--- config.mk ---
export PLATFORM = sky130hd
export DESIGN_NAME = hbridge_pwm
export DESIGN_NICKNAME = d
export VERILOG_FILES = /design/src/rtl/hbpwm_pkg.sv /design/src/rtl/hbpwm_carrier.sv /design/src/rtl/hbpwm_shadow.sv /design/src/rtl/hbpwm_deadband.sv /design/src/rtl/hbridge_pwm.sv
export SDC_FILE = /design/constraint.sdc
export NUM_CORES = 1
export LEC_CHECK = 0
export ABC_AREA = 1
export ABC_CLOCK_PERIOD_IN_PS = 20200
export BUFFER_PORTS_ARGS = -buffer_cell sky130_fd_sc_hd__buf_2
export CAP_MARGIN = 20
export CORE_ASPECT_RATIO = 1.2
export CORE_MARGIN = 2
export CORE_UTILIZATION = 25
export DETAILED_ROUTE_END_ITERATION = 10
export HOLD_SLACK_MARGIN = 0.12
export PLACE_DENSITY_LB_ADDON = 0.15
export SYNTH_ARGS = -nofsm -noshare
export SYNTH_HDL_FRONTEND = slang
export SYNTH_SLANG_ARGS = --single-unit
--- constraint.sdc ---
create_clock -name clk -period 20.2 [get_ports clk]
set_clock_uncertainty 0.2 [all_clocks]
set_input_delay 4.04 -clock clk [delete_from_list [all_inputs] [get_ports clk]]
set_output_delay 4.04 -clock clk [all_outputs]
set_load 0.005 [all_outputs]
--- src/rtl/hbpwm_pkg.sv ---
package hbpwm_pkg;

    localparam int unsigned HB_CNT_W   = 16;
    localparam int unsigned HB_MOD_W   = 16;
    localparam int unsigned HB_MAG_W   = HB_MOD_W - 1;
    localparam int unsigned HB_PER_MIN = 2;
    localparam int unsigned HB_PROD_W  = HB_CNT_W + HB_MOD_W;

    typedef logic [HB_CNT_W-1:0] cnt_t;
    typedef logic [HB_MAG_W-1:0] mag_t;

    typedef enum logic {
        SW_BIPOLAR  = 1'b0,
        SW_UNIPOLAR = 1'b1
    } sw_mode_e;

    // sign/magnitude form of the limited command
    typedef struct packed {
        logic neg;
        mag_t mag;
    } cmd_t;

    // working set used by the legs
    typedef struct packed {
        cnt_t     period;
        cnt_t     cmp;
        sw_mode_e mode;
        logic     neg;
    } leg_cfg_t;

    function automatic cmd_t limit_cmd(logic [HB_MOD_W-1:0] raw, mag_t lim);
        logic [HB_MOD_W-1:0] abs_v;
        cmd_t r;
        r.neg = raw[HB_MOD_W-1];
        abs_v = r.neg ? (~raw + 1'b1) : raw;
        if (abs_v > {1'b0, lim}) r.mag = lim;
        else                     r.mag = abs_v[HB_MAG_W-1:0];
        if (r.mag == '0) r.neg = 1'b0;
        return r;
    endfunction

    function automatic cnt_t calc_cmp(cnt_t per, cmd_t c, sw_mode_e m);
        logic [HB_PROD_W-1:0] prod;
        logic [HB_MOD_W-1:0]  half;
        logic [HB_MOD_W-1:0]  off;
        half = HB_MOD_W'(1) << HB_MAG_W;
        if (m == SW_BIPOLAR) begin
            off  = c.neg ? (half - HB_MOD_W'(c.mag)) : (half + HB_MOD_W'(c.mag));
            prod = HB_PROD_W'(per) * HB_PROD_W'(off);
            return prod[HB_MOD_W +: HB_CNT_W];
        end else begin
            prod = HB_PROD_W'(per) * HB_PROD_W'(c.mag);
            return prod[HB_MAG_W +: HB_CNT_W];
        end
    endfunction

endpackage

--- src/rtl/hbpwm_carrier.sv ---
module hbpwm_carrier
    import hbpwm_pkg::*;
#(
    parameter int unsigned TRIG_CNT = 200
) (
    input  logic clk,
    input  logic rst,
    input  cnt_t period,
    output cnt_t cnt,
    output logic wrap,
    output logic trig
);

    localparam cnt_t TRIG_AT = cnt_t'(TRIG_CNT);

    assign wrap = (cnt >= period - 1'b1);

    always_ff @(posedge clk) begin
        if (rst) begin
            cnt  <= '0;
            trig <= 1'b0;
        end else begin
            cnt  <= wrap ? '0 : cnt + 1'b1;
            trig <= (cnt == TRIG_AT);
        end
    end

endmodule

--- src/rtl/hbpwm_shadow.sv ---
module hbpwm_shadow
    import hbpwm_pkg::*;
#(
    parameter int unsigned RST_PERIOD = 1024
) (
    input  logic     clk,
    input  logic     rst,
    input  logic     commit,
    input  logic     accept_cmd,
    input  logic     wrap,
    input  cnt_t     period_in,
    input  logic [HB_MOD_W-1:0] mod_in,
    input  mag_t     lim_in,
    input  sw_mode_e mode_in,
    output leg_cfg_t act
);

    localparam cnt_t     RST_P   = cnt_t'(RST_PERIOD);
    localparam leg_cfg_t RST_CFG = '{period: RST_P,
                                     cmp:    calc_cmp(RST_P, cmd_t'('0), SW_BIPOLAR),
                                     mode:   SW_BIPOLAR,
                                     neg:    1'b0};

    cnt_t     stg_per;
    cmd_t     stg_cmd;
    sw_mode_e stg_mode;
    logic     pending;
    cnt_t     per_lim;

    assign per_lim = (period_in < cnt_t'(HB_PER_MIN)) ? cnt_t'(HB_PER_MIN) : period_in;

    always_ff @(posedge clk) begin
        if (rst) begin
            stg_per  <= RST_P;
            stg_cmd  <= '0;
            stg_mode <= SW_BIPOLAR;
            pending  <= 1'b0;
            act      <= RST_CFG;
        end else begin
            if (commit) begin
                stg_per <= per_lim;
                if (accept_cmd) begin
                    stg_cmd  <= limit_cmd(mod_in, lim_in);
                    stg_mode <= mode_in;
                end
            end
            pending <= commit | (pending & ~wrap);
            if (wrap && pending) begin
                act.period <= stg_per;
                act.cmp    <= calc_cmp(stg_per, stg_cmd, stg_mode);
                act.mode   <= stg_mode;
                act.neg    <= stg_cmd.neg;
            end
        end
    end

endmodule

--- src/rtl/hbpwm_deadband.sv ---
module hbpwm_deadband #(
    parameter int unsigned DT_W = 8
) (
    input  logic            clk,
    input  logic            rst,
    input  logic            en,
    input  logic            ref_i,
    input  logic [DT_W-1:0] dead,
    output logic            hi,
    output logic            lo
);

    logic            ref_q;
    logic [DT_W-1:0] gap;
    logic [DT_W-1:0] gap_nx;

    always_comb begin
        if (ref_i != ref_q)  gap_nx = dead;
        else if (gap != '0)  gap_nx = gap - 1'b1;
        else                 gap_nx = '0;
    end

    always_ff @(posedge clk) begin
        if (rst) begin
            ref_q <= 1'b0;
            gap   <= '0;
            hi    <= 1'b0;
            lo    <= 1'b0;
        end else if (!en) begin
            ref_q <= ref_i;
            gap   <= dead;
            hi    <= 1'b0;
            lo    <= 1'b0;
        end else begin
            ref_q <= ref_i;
            gap   <= gap_nx;
            hi    <= ref_i  && (gap_nx == '0);
            lo    <= !ref_i && (gap_nx == '0);
        end
    end

endmodule

--- src/rtl/hbridge_pwm.sv ---
module hbridge_pwm
    import hbpwm_pkg::*;
#(
    parameter int unsigned DT_W       = 8,
    parameter int unsigned TRIG_CNT   = 200,
    parameter int unsigned RST_PERIOD = 1024
) (
    input  logic                clk,
    input  logic                rst,
    input  logic [HB_CNT_W-1:0] period_i,
    input  logic [HB_MOD_W-1:0] mod_i,
    input  logic [HB_MAG_W-1:0] mod_max_i,
    input  logic                mode_i,
    input  logic                commit_i,
    input  logic                run_i,
    input  logic                fault_i,
    input  logic [DT_W-1:0]     dead_i,
    output logic                a_hi_o,
    output logic                a_lo_o,
    output logic                b_hi_o,
    output logic                b_lo_o,
    output logic                adc_trig_o
);

    localparam int unsigned N_LEG = 2;

    leg_cfg_t         act_cfg;
    cnt_t             car_cnt;
    cnt_t             act_period;
    logic             car_wrap;
    logic             run_ok;
    logic             below;
    logic [N_LEG-1:0] leg_ref;
    logic [N_LEG-1:0] leg_hi;
    logic [N_LEG-1:0] leg_lo;

    assign run_ok     = run_i & ~fault_i;
    assign act_period = act_cfg.period;

    hbpwm_carrier #(.TRIG_CNT(TRIG_CNT)) u_carrier (
        .clk    (clk),
        .rst    (rst),
        .period (act_cfg.period),
        .cnt    (car_cnt),
        .wrap   (car_wrap),
        .trig   (adc_trig_o)
    );

    hbpwm_shadow #(.RST_PERIOD(RST_PERIOD)) u_shadow (
        .clk        (clk),
        .rst        (rst),
        .commit     (commit_i),
        .accept_cmd (run_ok),
        .wrap       (car_wrap),
        .period_in  (period_i),
        .mod_in     (mod_i),
        .lim_in     (mod_max_i),
        .mode_in    (sw_mode_e'(mode_i)),
        .act        (act_cfg)
    );

    // leg 0 = A, leg 1 = B
    always_comb begin
        below = (car_cnt < act_cfg.cmp);
        case (act_cfg.mode)
            SW_BIPOLAR: leg_ref = {~below, below};
            default:    leg_ref = {below & act_cfg.neg, below & ~act_cfg.neg};
        endcase
    end

    for (genvar g = 0; g < N_LEG; g++) begin : g_leg
        hbpwm_deadband #(.DT_W(DT_W)) u_db (
            .clk   (clk),
            .rst   (rst),
            .en    (run_ok),
            .ref_i (leg_ref[g]),
            .dead  (dead_i),
            .hi    (leg_hi[g]),
            .lo    (leg_lo[g])
        );
    end

    assign a_hi_o = leg_hi[0];
    assign a_lo_o = leg_lo[0];
    assign b_hi_o = leg_hi[1];
    assign b_lo_o = leg_lo[1];

endmodule

==> out/metrics.yaml, run 1 <==
route:
  route.detailed.drc: 0
  num_vias: 19700
  post_drt_wl_per_cell_um: 18.5
  drt_wl_total_mm: 82.0
  dr.pass1.iters: 5
  drt_iter0_markers: 1048
  vias_per_cell: 4.45
  postRouteAntennaNets: 0
hold_path:
  hp-start: "u_shadow.pending"
  hold_path_class: "reg2reg"
clock_network:
  cts_tree: "done"
  clock_sinks: 107
  ctsLongestPathBuffers: 2
  post_cts.repair.setup_buffers: 0
  cts_hold_buf: 0
  cts-buffers-inserted: 9
  cts_root_buf: "clkbuf_16"
  clkTransAtPathRegs_ns: 0.10
  htree_levels: 3
  cts_resized: 0
  worstSkewPairLatency_ns: 0.41
final_layout:
  synthToLayoutAreaGrowth_pct: 8.27
  final_cells: 4430
  n_antenna_cell: 0
  drive_gt1_share_pct: 5.71
  fin_nets: 3864
  nFillCells: 10400
  fin_area_um2: 25400
  seq_area_um2: 2150
  multi_input_area_um2: 18100
  final_util_pct: 27.4
worst_setup_path:
  cpPeakStageDelay_ns: 0.88
  cp_max_fo: 17
  worst_r2r_startpoint: "u_shadow.stg_cmd[1]"
  reg2reg_slack_ns: 12.32
  criticalPathCategory: "reg2reg"
  critPathRequiredTime_ns: 20.32
  cp-startpoint: "u_shadow.stg_cmd[1]"
  cp.arrival_ns: 8.00
  crit_path_end_kind: "flop"
  cpMaxStageDelayCell: "dfxtp_1"
  startpoint_type: "flop"
logic_synthesis:
  ys.flop_type: "dfxtp_1"
  synth_common_cells: "709 x nand2_1, 705 x inv_1, 372 x fa_1"
  syn_area_per_cell_um2: 7.33
  ys_types: 57
  synthArstFlopShare_pct: 0
  syn-num-nets: 3875
  yosys.area.top_type_share_pct: 31.8
  syn_area_um2: 23400
  synth_edf_count: 0
  synthTopCellsByArea: "fa_1 32%, ha_1 13%, nand2_1 11%"
  yosys_warnings: 0
  netlist_instances: 3196
  ys_ff_latch: 107
  synth.yosys.seq_area_share_pct: 9.15
  post-synth-top-count-cell: "nand2_1"
  synth_top_cell_by_area: "fa_1"
pwr:
  ir_drop_mv: 0.0391
  power_frac_clock_pct: 21.3
  power.internal_mw: 0.498
  power.leakage_nw: 13.2
  p_comb_share_pct: 55.2
  power_frac_seq_pct: 23.5
  power_mw: 1.00
  p_sw_share_pct: 50.1
  power.switching_mw: 0.501
  p_per_area_nw_per_um2: 39.4
grt:
  antenna_found_initial: 3
  track_usage_pct: 17.3
  grt_start_max_net_pins: 56
  grt_first_pass_wirelength_mm: 126
  first_global_vias: 21100
  grt-ovfl-total: 0
placed_design:
  dp_slack_ns: 12.34
  gp_congestion: 0.875
  dpl_cell_area_um2: 25000
  io_buffers: 65
  dp_cells: 4414
  place.detailed.hpwl_mm: 67.1
run:
  drv_cap: 0
timing:
  setup_violations: 0
  finalHoldViolCount: 0
  fmax_ghz: 0.127
  finalMaxSlewViolations: 0
  worst_slack_ns: 12.32
  tightest_slew_ns: 1.12
  fin_setup_tns_ns: 0
  max_slew_margin_pct: 25.5
  post-route-period-util_pct: 39.0
  rsz0062_at_grt: "no"
  timing.hold.ws_ns: 0.274
  period_needed_ns: 7.88
die:
  die-area_um2: 96100
  die_w_um: 283
  die_y_um: 339
  rows: 122
  io_pins: 66
  core_um2: 92500
  initial_core_util_pct: 25.3
outcome:
  outcome: "finished, final reports clean"
==> flip-flops by register name (all words and copies together) (netlist names) <==
signal / cells
g_leg.u_db.gap: 16
g_leg.u_db.hi: 2
g_leg.u_db.lo: 2
g_leg.u_db.ref_q: 2
u_carrier.cnt: 16
u_carrier.trig: 1
u_shadow.act: 34
u_shadow.pending: 1
u_shadow.stg_cmd: 16
u_shadow.stg_mode: 1
u_shadow.stg_per: 16
==> layout by cell type (no fill, tap or decap), types with 5 or more instances in the layout <==
| master | n |
|---|---|
| a211oi_1 | 10 |
| a21o_1 | 5 |
| a21oi_1 | 194 |
| buf_2 | 65 |
| buf_4 | 27 |
| clkbuf_16 | 9 |
| clkinv_1 | 6 |
| dfxtp_1 | 104 |
| fa_1 | 372 |
| ha_1 | 246 |
| inv_1 | 705 |
| inv_2 | 12 |
| nand2_1 | 709 |
| nand2_2 | 10 |
| nand3_1 | 128 |
| nand4_1 | 13 |
| nor2_1 | 260 |
| nor2_2 | 9 |
| nor3_1 | 34 |
| nor4_1 | 9 |
| o211ai_1 | 8 |
| o21a_1 | 7 |
| o21ai_0 | 112 |
| o21ai_1 | 12 |
| o21ai_2 | 5 |
| o21bai_1 | 6 |
| or2_2 | 8 |
| xnor2_1 | 16 |
| xor2_1 | 33 |
==> cell type report <==
type	count	area share (%)
Multi-Input combinational cell	2251	71.3
Inverter	724	10.7
Sequential cell	107	8.46
Tap cell	1240	6.12
Timing Repair Buffer	92	2.08
Clock buffer	9	0.888
Clock inverter	7	0.405
==> final timing paths <==
kind | to | cells past startpoint
min | u_shadow.pending | 2
max reg2reg | u_shadow.act[13] | 32
min reg2reg | u_shadow.pending | 2
max | u_shadow.act[13] | 32
==> critical path, delay by kind of cell, from the launching register on <==
kind,cells,cell delay (ns)
DFF,1,0.88
adders and majority gates,8,3.32
and+or+nand+nor,10,1.24
AOI/OAI and AO/OA,5,0.97
xor gates and xnor gates,1,0.15
buffers and inverters,8,0.99
==> power groups by stage <==
stage | Combinational [mW] | Sequential [mW] | Clock (mW)
final | 0.552 | 0.235 | 0.213
after global routing | 0.631 | 0.237 | 0.227
after CTS | 0.559 | 0.235 | 0.221
after detailed placement | 0.555 | 0.240 | 0
after global placement | 0.558 | 0.240 | 0
after floorplan | 0.383 | 0.227 | 0
==> per-layer routing <==
metal | global-route usage [%] | wire (um) | part of all wire (%) | vias up
li1 | - | - | - | 9669
met1 | 22.1 | 36400 | 44 | 9609
met2 | 30.9 | 40800 | 50 | 368
met3 | 2.00 | 2930 | 3.6 | 66
met4 | 4.22 | 1910 | 2.3 | 0
met5 | 0 | 0 | 0 | -
==> kinds of logic (layout without fill, tap and decap cells) <==
kind of cell    Yosys count  after routing  synth area share [%]
compound gates          371            371                  8.65
xor+xnor                 49             49                  1.83
fa+ha+maj               618            618                  44.9
buf+inv                 838            832                  13.6
flops                   107            107                  9.15
simple gates           1213           1213                  21.8
Note: power is estimated with default switching activity, not from simulation.
==> run 2: changes to the inputs <==
ABC_CLOCK_PERIOD_IN_PS = 7300   (was 20200)
clock period = 7.3 ns   (was 20.2 ns; I/O delays follow)
==> run 2 against run 1 <==
Effect of this change:
- global-route usage up 0.10 points
- core utilization increased by 0.69 points
- critical path depth is 3 lower
- sequential share of layout area fell by 0.22 points
- clock power grew to 2.8 times the previous value
- die area stayed put
- fmax grew 15%
- sequential cell count did not move
- via count increased by 1.1%
- clock-buffer cell count unchanged
- worst setup slack got worse by 12 ns
- combinational power rose to 2.8 times the previous value
==> out/metrics.yaml, run 2 (synthesis results as in run 1) <==
placed_design:
  dpl_cell_area_um2: 25500  # +2.0%
  gp_congestion: 0.837  # -4.3%
  place.detailed.hpwl_mm: 70.0  # +4.3%
  io_buffers: 65  # unchanged
die:
  core_um2: 92500  # unchanged
  die-area_um2: 96100  # unchanged
  rows: 122  # unchanged
  initial_core_util_pct: 25.3  # unchanged
  die_w_um: 283  # unchanged
  die_y_um: 339  # unchanged
  io_pins: 66  # unchanged
final_layout:
  fin_nets: 3940  # +2.0%
  synthToLayoutAreaGrowth_pct: 11.0
  fin_area_um2: 26000  # +2.5%
  n_antenna_cell: 0  # unchanged
  seq_area_um2: 2140  # -0.18%
  largest_reg_flops: 34  # unchanged
  final_cell_mix: "705 x nand2_1, 702 x inv_1, 372 x fa_1"
  layout_commonest_cell: "nand2_1"
  drive_gt1_share_pct: 8.30  # +2.6 points
  largest-register: "u_shadow.act"
  multi_input_area_um2: 18100  # +0.26%
  nFillCells: 10400  # -0.029%
clock_network:
  ctsLongestPathBuffers: 2  # unchanged
  worstSkewPairLatency_ns: 0.40  # about the same
  cts_root_buf: "clkbuf_16"
  clkTransAtPathRegs_ns: 0.11  # about the same
  clock_sinks: 107  # unchanged
  cts-buffers-inserted: 9  # unchanged
  htree_levels: 3  # unchanged
  cts_tree: "done"
  cts_hold_buf: 0  # unchanged
grt:
  grt_first_pass_wirelength_mm: 127  # +0.50%
  grt-ovfl-total: 0  # unchanged
  track_usage_pct: 17.4  # +0.10 points
  grt_start_max_net_pins: 56  # unchanged
  first_global_vias: 21100  # +0.13%
  antenna_found_initial: 3  # unchanged
timing:
  period_needed_ns: 6.85  # -1.03 ns
  setup_violations: 0  # unchanged
  post-route-period-util_pct: 93.8  # +55 points
  max_slew_margin_pct: 42.4  # +17 points
  fmax_ghz: 0.146  # +15%
  timing.hold.ws_ns: 0.284  # +0.0105 ns
  fin_setup_tns_ns: 0  # unchanged
  tightest_slew_ns: 0.863  # -0.253 ns
  finalMaxSlewViolations: 0  # unchanged
  finalHoldViolCount: 0  # unchanged
worst_setup_path:
  startpoint_type: "flop"
  cp_max_fo: 10  # -7
  cpMaxStageDelayCell: "fa_1"
  cp.arrival_ns: 6.96  # -1.04 ns
  crit_path_end_kind: "flop"
  critPathRequiredTime_ns: 7.41  # -12.91 ns
  cpPeakStageDelay_ns: 0.55  # -0.33 ns
  criticalPathCategory: "reg2reg"
route:
  postRouteAntennaNets: 0  # unchanged
  post_drt_wl_per_cell_um: 18.4  # -0.80%
  dr.pass1.iters: 5  # unchanged
  drt_iter0_markers: 1096  # +4.6%
  vias_per_cell: 4.42  # -0.60%
  drt_wl_total_mm: 82.8  # +0.90%
  route.detailed.drc: 0  # unchanged
  num_vias: 19900  # +1.1%
run:
  drv_cap: 0  # unchanged
pwr:
  ir_drop_mv: 0.114  # +190%
  power.leakage_nw: 13.6  # +2.8%
  p_per_area_nw_per_um2: 108  # +170%
outcome:
  outcome: "finished, final reports clean"
hold_path:
  hold_path_class: "reg2reg"
## run 2: area by class of cell
cell class,instances,area share [%]
Sequential cell,107,8.24
Clock buffer,9,0.867
Timing Repair Buffer,168,4.28
Clock inverter,7,0.414
Tap cell,1240,5.97
Multi-Input combinational cell,2251,69.7
Inverter,724,10.5
## run 2: what timing repair did
item / CTS / global route
resized for setup: 0 / 19
endpoints found under the hold margin: 0 / 0
endpoints found under the setup margin: 0 / 16
setup buffers: 0 / 9
## run 2: worst paths after layout
kind | start | end | slack, ns | cells past startpoint
setup / recovery | u_shadow.stg_cmd[6] | u_shadow.act[16] | 0.45 | 29
hold / removal | u_shadow.pending | u_shadow.pending | 0.28 | 2
setup reg to reg | u_shadow.stg_cmd[6] | u_shadow.act[16] | 0.45 | 29
hold reg to reg | u_shadow.pending | u_shadow.pending | 0.28 | 2
## run 2: report_power, final
group	internal [mW]	leakage, nW	switching, mW
sequential	0.603	0.874	0.0300
clock	0.258	0.161	0.345
combinational	0.552	12.5	1.02
## run 2: stage by stage
stage	util (%)	std cells	power (mW)	worst slack, ns
2_1_floorplan	-	3196	1.69	0.838
3_3_place_gp	27.6	4481	2.22	0.254
3_5_place_dp	27.6	4481	2.21	0.221
4_1_cts	28.0	4497	2.83	0.199
5_1_grt	28.1	4506	3.07	-0.00423
6_report	28.1	4506	2.81	0.453
## run 2: metal layers
layer  global-route usage (%)  share of wire [%]  vias to the layer above
met5                        0              0.013                        -
met4                     7.46                4.5                        2
met3                     1.59                3.4                       98
met2                     30.2                 48                      394
met1                     22.0                 44                     9615
li1                         -                  -                     9821
## run 2: critical path, delay by kind of cell, from the launching register on
family,cells,cell delay (ns)
xor+xnor,1,0.16
fa+ha+maj,7,3.26
simple gates,8,1.08
flops,1,0.38
buf+inv,7,0.69
compound gates,6,0.99
==> run 3: changes to the inputs <==
ABC_CLOCK_PERIOD_IN_PS = 8700   (was 7300)
clock period = 8.7 ns   (was 7.3 ns; I/O delays follow)
==> run 3 against run 2 <==
Effect of this change:
- sequential power shrank 16%
- first-iteration DRC count fell by 3.2%
- core utilization is 0.48 points lower
- cell count fell by 1.1%
- combinational power down 15%
- sequential cell count is the same
- cell area is 1.7% lower
- global-route usage is 0.19 points higher
- non-clock buffer count down 51
- critical path depth grew 6
- via count hardly changed
- critical path type unchanged
- largest power group unchanged
==> out/metrics.yaml, run 3 (synthesis results as in run 1) <==
grt:
  grt_start_max_net_pins: 56  # unchanged
  first_global_vias: 21200  # +0.55%
  grt_first_pass_wirelength_mm: 129  # +1.4%
  track_usage_pct: 17.6  # +0.19 points
  antenna_found_initial: 1  # -2
  grt-ovfl-total: 0  # unchanged
die:
  initial_core_util_pct: 25.3  # unchanged
  core_um2: 92500  # unchanged
  die_w_um: 283  # unchanged
  io_pins: 66  # unchanged
  die_y_um: 339  # unchanged
  die-area_um2: 96100  # unchanged
  rows: 122  # unchanged
clock_network:
  post_cts.repair.setup_buffers: 0  # unchanged
  clkTransAtPathRegs_ns: 0.11  # about the same
  htree_levels: 3  # unchanged
  cts_root_buf: "clkbuf_16"
  cts_resized: 0  # unchanged
  cts_tree: "done"
  clock_sinks: 107  # unchanged
  worstSkewPairLatency_ns: 0.41  # about the same
  ctsLongestPathBuffers: 2  # unchanged
  cts-buffers-inserted: 9  # unchanged
  cts_hold_buf: 0  # unchanged
final_layout:
  fin_nets: 3889  # -1.3%
  drive_gt1_share_pct: 6.38  # -1.9 points
  layout_commonest_cell: "nand2_1"
  final_util_pct: 27.6  # -0.48 points
  fin_area_um2: 25500  # -1.7%
  final_cell_mix: "709 x nand2_1, 705 x inv_1, 372 x fa_1"
  largest_reg_flops: 34  # unchanged
  synthToLayoutAreaGrowth_pct: 9.08
  largest-register: "u_shadow.act"
route:
  drt_iter0_markers: 1061  # -3.2%
  drt_wl_total_mm: 83.7  # +1.2%
  dr_wl_met2_mm: 42.5  # +6.2%
  postRouteAntennaNets: 0  # unchanged
  vias_per_cell: 4.48  # +1.2%
  num_vias: 19900  # +0.095%
  top_layer_used: "met4"
  post_drt_wl_per_cell_um: 18.8  # +2.3%
  route.detailed.drc: 0  # unchanged
  met3_length_mm: 2.43  # -14%
  dr.pass1.iters: 5  # unchanged
  wirelength_met1_mm: 37.0  # +2.5%
pwr:
  power_mw: 2.36  # -16%
  p_per_area_nw_per_um2: 92.5  # -14%
  power.leakage_nw: 13.3  # -1.8%
  ir_drop_mv: 0.0930  # -18%
worst_setup_path:
  cp_max_fo: 17  # +7
  cp.arrival_ns: 7.85  # +0.89 ns
  criticalPathCategory: "reg2reg"
  cpPeakStageDelay_ns: 0.87  # +0.32 ns
  crit_path_end_kind: "flop"
  startpoint_type: "flop"
  critPathRequiredTime_ns: 8.82  # +1.41 ns
  cpMaxStageDelayCell: "dfxtp_1"
timing:
  finalMaxSlewViolations: 0  # unchanged
  max_slew_margin_pct: 33.2  # -9.2 points
  finalHoldViolCount: 0  # unchanged
  setup_violations: 0  # unchanged
  tightest_slew_ns: 1.00  # +0.137 ns
  fmax_ghz: 0.129  # -11%
  timing.hold.ws_ns: 0.279  # -0.00561 ns
  post-route-period-util_pct: 88.9  # -4.9 points
  rsz0062_at_grt: "no"
  fin_setup_tns_ns: 0  # unchanged
  period_needed_ns: 7.74  # +0.889 ns
placed_design:
  place.detailed.hpwl_mm: 69.0  # -1.4%
  io_buffers: 65  # unchanged
  gp_congestion: 0.875  # +4.5%
  dpl_cell_area_um2: 25200  # -1.2%
hold_path:
  hold_path_class: "reg2reg"
run:
  drv_cap: 0  # unchanged
outcome:
  outcome: "finished, final reports clean"
run 3: stage by stage:
| stage | worst slack (ns) | cells |
|---|---|---|
| finish | 0.964 | 4457 |
| global route | 0.296 | 4455 |
| CTS | 0.981 | 4455 |
| detailed placement | 1.01 | 4439 |
| global placement | 1.04 | 4439 |
| floorplan | 2.24 | 3196 |
run 3: per-layer routing:
layer / track usage, % / vias to the layer above
met5: 0 / -
met4: 4.06 / 0
met3: 1.53 / 66
met2: 32.4 / 354
met1: 22.1 / 9809
li1: - / 9720
run 3: power by group:
group | switching, mW | leakage (nW) | total, mW | internal, mW
clock network | 0.290 | 0.160 | 0.507 | 0.217
registers | 0.0242 | 0.874 | 0.531 | 0.506
logic | 0.877 | 12.3 | 1.33 | 0.449
total | 1.19 | 13.3 | 2.36 | 1.17
run 3: final cells by class:
type                            count  area [um2]
Clock inverter                      7         103
Tap cell                         1240        1550
Antenna cell                        2        5.00
Inverter                          724        2720
Multi-Input combinational cell   2251       18100
Clock buffer                        9         225
Timing Repair Buffer              117         716
Sequential cell                   107        2140
Fill cell                       10400       67000
run 3: worst paths after layout:
kind	startpoint	end	cells past startpoint	slack, ns
min reg2reg	u_shadow.pending	u_shadow.pending	2	0.28
max reg2reg	u_shadow.stg_cmd[1]	u_shadow.act[14]	35	0.96
max	u_shadow.stg_cmd[1]	u_shadow.act[14]	35	0.96
min	u_shadow.pending	u_shadow.pending	2	0.28
run 3: critical path, delay by kind of cell, from the launching register on:
| family | cells | cell delay [ns] |
|---|---|---|
| AO/OA/AOI/OAI | 2 | 0.16 |
| adder cells (fa/ha/maj) | 8 | 3.43 |
| AND/OR/NAND/NOR | 14 | 1.73 |
| XOR/XNOR | 1 | 0.14 |
| flip-flops | 1 | 0.87 |
| buffers and inverters | 10 | 1.12 |
